File: src/rtl/opaddr_pkg.sv
package opaddr_pkg;

  localparam int unsigned ADDR_W = 16;
  localparam int unsigned BYTE_W = 8;

  typedef enum logic [3:0] {
    AM_DIRECT = 4'd0,
    AM_SHORT  = 4'd1,
    AM_SFR    = 4'd2,
    AM_IND_DE = 4'd3,
    AM_IND_HL = 4'd4,
    AM_BASED  = 4'd5,
    AM_IDX_B  = 4'd6,
    AM_IDX_C  = 4'd7,
    AM_REG    = 4'd8,
    AM_CALL11 = 4'd9,
    AM_TABLE  = 4'd10,
    AM_REL    = 4'd11
  } am_mode_e;

  // Short-direct window: bit 8 picks the upper page for low offsets.
  function automatic logic [ADDR_W-1:0] am_short(input logic [BYTE_W-1:0] off);
    logic low_page;
    low_page = (off < 8'h20);
    return {7'h7F, low_page, off};
  endfunction

  function automatic logic [ADDR_W-1:0] am_sfr(input logic [BYTE_W-1:0] off);
    return {8'hFF, off};
  endfunction

  function automatic logic [ADDR_W-1:0] am_add8(input logic [ADDR_W-1:0] base,
                                                input logic [BYTE_W-1:0] val);
    return base + {{(ADDR_W-BYTE_W){1'b0}}, val};
  endfunction

  // Bank n sits at FEE0h + 8*(3-n); 3-n equals the bitwise inverse of n.
  function automatic logic [ADDR_W-1:0] am_regslot(input logic [1:0] bank,
                                                   input logic [2:0] rn);
    return {11'b1111_1110_111, ~bank, rn};
  endfunction

  function automatic logic [ADDR_W-1:0] am_call11(input logic [10:0] f11);
    return {5'b00001, f11};
  endfunction

  function automatic logic [ADDR_W-1:0] am_table(input logic [4:0] ta);
    return {9'd0, 1'b1, ta, 1'b0};
  endfunction

  function automatic logic [ADDR_W-1:0] am_rel(input logic [ADDR_W-1:0] pc,
                                               input logic [BYTE_W-1:0] disp,
                                               input logic [ADDR_W-1:0] len);
    return pc + len + {{(ADDR_W-BYTE_W){disp[BYTE_W-1]}}, disp};
  endfunction

endpackage

File: src/rtl/opaddr_data.sv
module opaddr_data
  import opaddr_pkg::*;
(
  input  logic [3:0]        mode_i,
  input  logic [ADDR_W-1:0] imm_i,
  input  logic [ADDR_W-1:0] hl_i,
  input  logic [ADDR_W-1:0] de_i,
  input  logic [ADDR_W-1:0] bc_i,
  input  logic [1:0]        bank_i,
  input  logic [2:0]        regnum_i,
  output logic [ADDR_W-1:0] ea_o,
  output logic              hit_o
);
  always_comb begin
    ea_o  = '0;
    hit_o = 1'b1;
    case (am_mode_e'(mode_i))
      AM_DIRECT: ea_o = imm_i;
      AM_SHORT:  ea_o = am_short(imm_i[7:0]);
      AM_SFR:    ea_o = am_sfr(imm_i[7:0]);
      AM_IND_DE: ea_o = de_i;
      AM_IND_HL: ea_o = hl_i;
      AM_BASED:  ea_o = am_add8(hl_i, imm_i[7:0]);
      AM_IDX_B:  ea_o = am_add8(hl_i, bc_i[15:8]);
      AM_IDX_C:  ea_o = am_add8(hl_i, bc_i[7:0]);
      AM_REG:    ea_o = am_regslot(bank_i, regnum_i);
      default:   hit_o = 1'b0;
    endcase
  end
endmodule

File: src/rtl/opaddr_branch.sv
module opaddr_branch
  import opaddr_pkg::*;
#(
  parameter int unsigned BR_LEN = 2
) (
  input  logic [3:0]        mode_i,
  input  logic [10:0]       field_i,
  input  logic [ADDR_W-1:0] pc_i,
  output logic [ADDR_W-1:0] tgt_o,
  output logic              hit_o
);
  localparam logic [ADDR_W-1:0] LEN_C = ADDR_W'(BR_LEN);

  always_comb begin
    tgt_o = '0;
    hit_o = 1'b1;
    case (am_mode_e'(mode_i))
      AM_CALL11: tgt_o = am_call11(field_i);
      AM_TABLE:  tgt_o = am_table(field_i[4:0]);
      AM_REL:    tgt_o = am_rel(pc_i, field_i[7:0], LEN_C);
      default:   hit_o = 1'b0;
    endcase
  end
endmodule

File: src/rtl/opaddr_stage.sv
module opaddr_stage
  import opaddr_pkg::*;
#(
  parameter bit OUT_REG = 1'b1
) (
  input  logic              clk,
  input  logic              rst_n,
  input  logic [ADDR_W-1:0] ea_i,
  input  logic              flag_i,
  output logic [ADDR_W-1:0] ea_o,
  output logic              flag_o
);
  generate
    if (OUT_REG) begin : g_reg
      always_ff @(posedge clk or negedge rst_n) begin
        if (!rst_n) begin
          ea_o   <= '0;
          flag_o <= 1'b0;
        end else begin
          ea_o   <= ea_i;
          flag_o <= flag_i;
        end
      end
    end else begin : g_comb
      assign ea_o   = ea_i;
      assign flag_o = flag_i;
    end
  endgenerate
endmodule

File: src/rtl/opaddr_gen.sv
module opaddr_gen
  import opaddr_pkg::*;
#(
  parameter int unsigned BR_LEN  = 2,
  parameter bit          OUT_REG = 1'b1
) (
  input  logic        clk,
  input  logic        rst_n,
  input  logic [3:0]  mode_i,
  input  logic [15:0] imm_i,
  input  logic [15:0] hl_i,
  input  logic [15:0] de_i,
  input  logic [15:0] bc_i,
  input  logic [1:0]  bank_i,
  input  logic [2:0]  regnum_i,
  input  logic [15:0] pc_i,
  output logic [15:0] ea_o,
  output logic        sfr_o
);
  // Named internal events, visible to the bound checker.
  logic [ADDR_W-1:0] data_ea, br_ea, ea_nx;
  logic              data_hit, br_hit, sfr_nx;

  opaddr_data u_data (
    .mode_i   (mode_i),
    .imm_i    (imm_i),
    .hl_i     (hl_i),
    .de_i     (de_i),
    .bc_i     (bc_i),
    .bank_i   (bank_i),
    .regnum_i (regnum_i),
    .ea_o     (data_ea),
    .hit_o    (data_hit)
  );

  opaddr_branch #(.BR_LEN(BR_LEN)) u_branch (
    .mode_i  (mode_i),
    .field_i (imm_i[10:0]),
    .pc_i    (pc_i),
    .tgt_o   (br_ea),
    .hit_o   (br_hit)
  );

  always_comb begin
    if (data_hit)    ea_nx = data_ea;
    else if (br_hit) ea_nx = br_ea;
    else             ea_nx = '0;
  end

  assign sfr_nx = data_hit && (data_ea[15:8] == 8'hFF);

  opaddr_stage #(.OUT_REG(OUT_REG)) u_stage (
    .clk    (clk),
    .rst_n  (rst_n),
    .ea_i   (ea_nx),
    .flag_i (sfr_nx),
    .ea_o   (ea_o),
    .flag_o (sfr_o)
  );
endmodule

File: config.mk
export PLATFORM = sky130hd
export DESIGN_NAME = opaddr_gen
export DESIGN_NICKNAME = d
export VERILOG_FILES = /design/src/rtl/opaddr_pkg.sv /design/src/rtl/opaddr_data.sv /design/src/rtl/opaddr_branch.sv /design/src/rtl/opaddr_stage.sv /design/src/rtl/opaddr_gen.sv
export SDC_FILE = /design/constraint.sdc
export NUM_CORES = 1
export LEC_CHECK = 0
export ABC_AREA = 0
export BUFFER_PORTS_ARGS = -buffer_cell sky130_fd_sc_hd__buf_4
export CORE_MARGIN = 2
export CORE_UTILIZATION = 50
export DETAILED_ROUTE_END_ITERATION = 7
export GPL_TIMING_DRIVEN = 1
export PLACE_DENSITY_LB_ADDON = 0.15
export SYNTH_ARGS = -nofsm -noshare
export SYNTH_HDL_FRONTEND = slang
export SYNTH_SLANG_ARGS = --single-unit
File: constraint.sdc
create_clock -name clk -period 0.9 [get_ports clk]
set_clock_uncertainty 0.15 [all_clocks]
set_input_delay 0.09 -clock clk [delete_from_list [all_inputs] [get_ports clk]]
set_output_delay 0.09 -clock clk [all_outputs]
set_load 0.01 [all_outputs]
==> results.py, run 1 <==
metrics = {
    "outcome": {
        "outcome": "aborted with a tool error",
        "failing_step": "global routing",
        "stop_error": "[ERROR DPL-0038] Utilization greater than 100%, impossible to legalize",
    },
    "cts": {
        "cts_buffer_depth": 2,
        "cts_buffers": 3,
        "htree_num_levels": 1,
        "clock_sinks": 17,
        "root_buffer": "clkbuf_8",
    },
    "logic_synthesis": {
        "syn_area_per_cell_um2": 7.58,
        "ys_top_cells_by_count": "39 x ha_1, 39 x o21ai_0, 38 x a21oi_1",
        "synth_fp_nets": 518,
        "synth_warnings": 0,
        "synth.distinct_cells": 61,
        "async_flop_share": 1.00,
        "yosys.area.top_type": "ha_1",
        "synth_seq_area_share": 0.145,
        "synth-edff-count": 0,
        "synthFlopType": "dfrtp_1",
        "synthesis.area_um2": 2930,
        "netlist_instances": 386,
        "synth_top_area_share": 0.167,
        "ys_top_cells_by_area": "ha_1 17%, dfrtp_1 15%, o21ai_0 6.7%, a21oi_1 6.5%, nand2_1 4.5%",
        "synth_seq_cells": 17,
    },
    "placed_design": {
        "port_buffers": 107,
        "dp_hpwl_um": 9500,
        "place_congestion": 0.929,
    },
    "floorplan": {
        "num_io_pins": 108,
        "initial_core_util": 0.525,
        "num_rows": 27,
        "die_h_um": 80.5,
        "die_width_um": 80.5,
    },
    "global_routing": {
        "grt_start_max_net_pins": 26,
    },
    "timing": {
        "crit_endpoint": "u_stage.flag_o$_DFF_PN0_/D",
        "endpoint_type": "register data pin",
    },
}
-- kinds of logic after synthesis --
group                      synth area share
xor gates and xnor gates             0.0688
and+or+nand+nor                       0.203
AOI/OAI and AO/OA                     0.309
buffers and inverters                0.0487
DFF                                   0.145
adders and majority gates             0.180
muxes                                0.0449
-- repair_timing --
action                                  in CTS
gates cloned                                 2
setup buffers                               15
hold buffers                                 1
endpoints found under the setup margin      34
pin swaps                                   28
resized for setup                           83
endpoints found under the hold margin       20
-- through the flow --
step	instance area [um^2]	setup slack (ns)	hold slack, ns	cells
after floorplan	3060	-1.95	-0.356	386
after global placement	4730	-2.01	-0.187	667
after detailed placement	4730	-2.10	-0.183	667
after CTS	5270	-1.65	-0.0883	689
==> run 2: changes to the inputs <==
--- a/config.mk
+++ b/config.mk
@@ -8,7 +8,7 @@
 export ABC_AREA = 0
 export BUFFER_PORTS_ARGS = -buffer_cell sky130_fd_sc_hd__buf_4
 export CORE_MARGIN = 2
-export CORE_UTILIZATION = 50
+export CORE_UTILIZATION = 35
 export DETAILED_ROUTE_END_ITERATION = 7
 export GPL_TIMING_DRIVEN = 1
 export PLACE_DENSITY_LB_ADDON = 0.15
==> run 2 against run 1 <==
Effect of this change:
- the flow now finishes, with violations (negative hold slack, negative setup slack)
- area after synthesis is the same
- synthesized cell count is the same
==> results.py, run 2 <==
metrics = {
    "outcome": {
        "outcome": "complete, but fails checks",
        "violations": "negative hold slack, negative setup slack",
    },
    "logic_synthesis": {
        "synth-xor-area-share": 0.0688,
        "ys_top_cells_by_count": "39 x ha_1, 39 x o21ai_0, 38 x a21oi_1",
        "synthFlopType": "dfrtp_1",
        "async_flop_share": 1.00,
        "synth-edff-count": 0,
        "synthesis.area_um2": 2930,
        "synth_top_family_by_area": "compound AO/OA/AOI/OAI gates",
        "synth_compound_area_frac": 0.309,
        "synthAdderAreaFrac": 0.180,
        "ys_top_cells_by_area": "ha_1 17%, dfrtp_1 15%, o21ai_0 6.7%, a21oi_1 6.5%, nand2_1 4.5%",
        "synth_mux_area_frac": 0.0449,
        "netlist_instances": 386,
        "synth_warnings": 0,
        "synth-simple-area-share": 0.203,
        "synth_fp_nets": 518,
        "synth_seq_area_share": 0.145,
        "yosys.area.top_type": "ha_1",
        "syn_area_per_cell_um2": 7.58,
        "synth_top_area_share": 0.167,
        "synth.distinct_cells": 61,
        "synth_seq_cells": 17,
    },
    "routing": {
        "num_vias": 3998,
        "postRouteAntennaNets": 0,
        "wire_per_inst_um": 16.9,
        "detail_route.iter0.violations": 221,
        "drc": 0,
        "totalWireLength_um": 12100,
        "drt_pass1_iterations": 7,
        "detail_route.vias_per_cell": 5.56,
    },
    "setup_path": {
        "cpMostUsedCell": "buf_6",
        "crit_chain": "buf_8 > nor2b_4 > nand2_4 > buf_6 > o21ai_2 > ha_1 > a21o_1 > or3_4 > o21ai_4 > buf_4 > buf_6 > xor2_2 > o22ai_2 > o211ai_1 > nor4bb_2",
        "setup.worst_path.end_class": "flop",
        "critPathKind": "input pin to flop",
        "path_buf_inv": 4,
        "critPathCapture": "u_stage.flag_o",
        "path_delay_family": "simple AND/OR/NAND/NOR gates",
        "crit_path_start_kind": "input pin",
        "cp.arrival_ns": 2.67,
        "cp.required_ns": 0.90,
        "cp_slowest_cell": "or3_4",
        "worstSetupPathDepth": 15,
        "cp-startpoint": "mode_i[3]",
        "cp_max_fo": 6,
        "max_stage_delay_ns": 0.35,
    },
    "floorplan": {
        "die_area_um2": 9110,
        "initial_core_util": 0.358,
        "die_h_um": 95.4,
        "fp.coreArea_um2": 8180,
        "die_width_um": 95.4,
        "num_rows": 33,
        "num_io_pins": 108,
    },
    "cts": {
        "cts_hold_buffers": 1,
        "cts_tree": "built",
        "htree_num_levels": 1,
        "clk_pin_slew_ns": 0.06,
        "clock_sinks": 17,
        "cts_buffer_depth": 2,
        "root_buffer": "clkbuf_8",
        "cts_buffers": 3,
    },
    "cells_and_area": {
        "top_register": "u_stage.ea_o",
        "fin_area_um2": 5500,
        "nets": 747,
        "largest_reg_flops": 16,
        "drive_above_1_share": 0.513,
        "diodes": 0,
        "area_delta_synth_final_pct": 87.8,
        "reg.largest.list": "u_stage.ea_o x16, u_stage.flag_o x1",
        "fin_cells": 719,
        "final_common_cell": "buf_4",
        "layout_common_cells": "202 x buf_4, 32 x ha_1, 31 x buf_6",
    },
    "job": {
        "maxCapViolCount": 0,
    },
    "global_routing": {
        "grt_start_max_net_pins": 24,
        "grt_use_total": 0.251,
        "grt_pass1_vias": 3771,
        "grt_overflow": 0,
        "antenna_found_initial": 0,
        "grt_pass1_wl_um": 17700,
    },
    "timing": {
        "finalHoldViolCount": 3,
        "grt_setup_unrepaired": "true",
        "worst_pin_slew_ns": 0.680,
        "setup_tns_ns": -23.30,
        "hold_ws_ns": -0.0804,
        "max_freq_ghz": 0.375,
        "slew_headroom": 0.545,
        "setup_viol": 34,
        "setup_ws_ns": -1.77,
        "maxSlewViolCount": 0,
        "finalCritPeriodShare": 2.97,
        "timing.final.crit_period_ns": 2.67,
    },
    "hold_path": {
        "hp-start": "de_i[0]",
        "hold_class": "input pin to flop",
        "min_path_cells": 3,
    },
    "placed_design": {
        "place_congestion": 0.895,
        "port_buffers": 107,
        "post-place-cells": 696,
        "post-place-ws_ns": -2.07,
        "placed_cell_area_um2": 4730,
        "dp_hpwl_um": 9100,
    },
    "power": {
        "vdd_ir_drop_max_mv": 0.596,
        "power_density_nw_per_um2": 883,
        "p_total_mw": 4.85,
        "p_leak_nw": 2.64,
    },
}
run 2: layout make-up:
type | instances | area [um^2]
sequential | 17 | 425
fill | 699 | 2680
timing repair buffer | 242 | 2050
tap | 105 | 131
clock buffer | 4 | 45.0
inverter | 16 | 77.6
multi-input combinational | 335 | 2770
run 2: timing repair:
item / CTS / global route
pin swaps: 38 / 19
setup endpoints to repair: 34 / 34
gates cloned: 2 / 0
resized for setup: 84 / 36
buffers inserted: 9 / 9
hold endpoints to repair: 20 / 3
run 2: kinds of logic (layout without fill, tap and decap cells):
family / count (synthesis) / count (layout)
AOI/OAI and AO/OA: 143 / 143
xor gates and xnor gates: 23 / 23
adders and majority gates: 41 / 41
buffers and inverters: 34 / 262
DFF: 17 / 17
muxes: 13 / 13
and+or+nand+nor: 115 / 115
run 2: metrics by stage:
step	hold slack [ns]	util
after global routing	-0.0593	0.672
after detailed placement	-0.186	0.578
final	-0.0804	0.672
after global placement	-0.190	0.578
after CTS	-0.0840	0.641
after floorplan	-0.356	-
run 2: worst min path at each step:
stage	slack [ns]	endpoint
after CTS	-0.08	u_stage.ea_o[0]
final	-0.08	u_stage.ea_o[0]
after global placement	-0.19	u_stage.ea_o[15]
after detailed placement	-0.19	u_stage.ea_o[15]
after global routing	-0.06	u_stage.ea_o[0]
after floorplan	-0.36	u_stage.ea_o[0]
run 2: where the power goes:
group	leakage [nW]	internal (mW)	switching [mW]
registers	0.212	0.863	0.0584
logic	2.40	1.85	1.53
clock network	0.0228	0.314	0.237
run 2: per-layer routing:
metal | track usage | wire (um) | share of wire | up-vias
met5 | 0 | 0 | 0 | -
met4 | 0.0583 | 305 | 0.025 | 0
met3 | 0.0340 | 996 | 0.082 | 29
met2 | 0.451 | 6010 | 0.49 | 197
met1 | 0.318 | 4830 | 0.40 | 1873
li1 | - | - | - | 1899
Power figures use the tool's default switching activity.
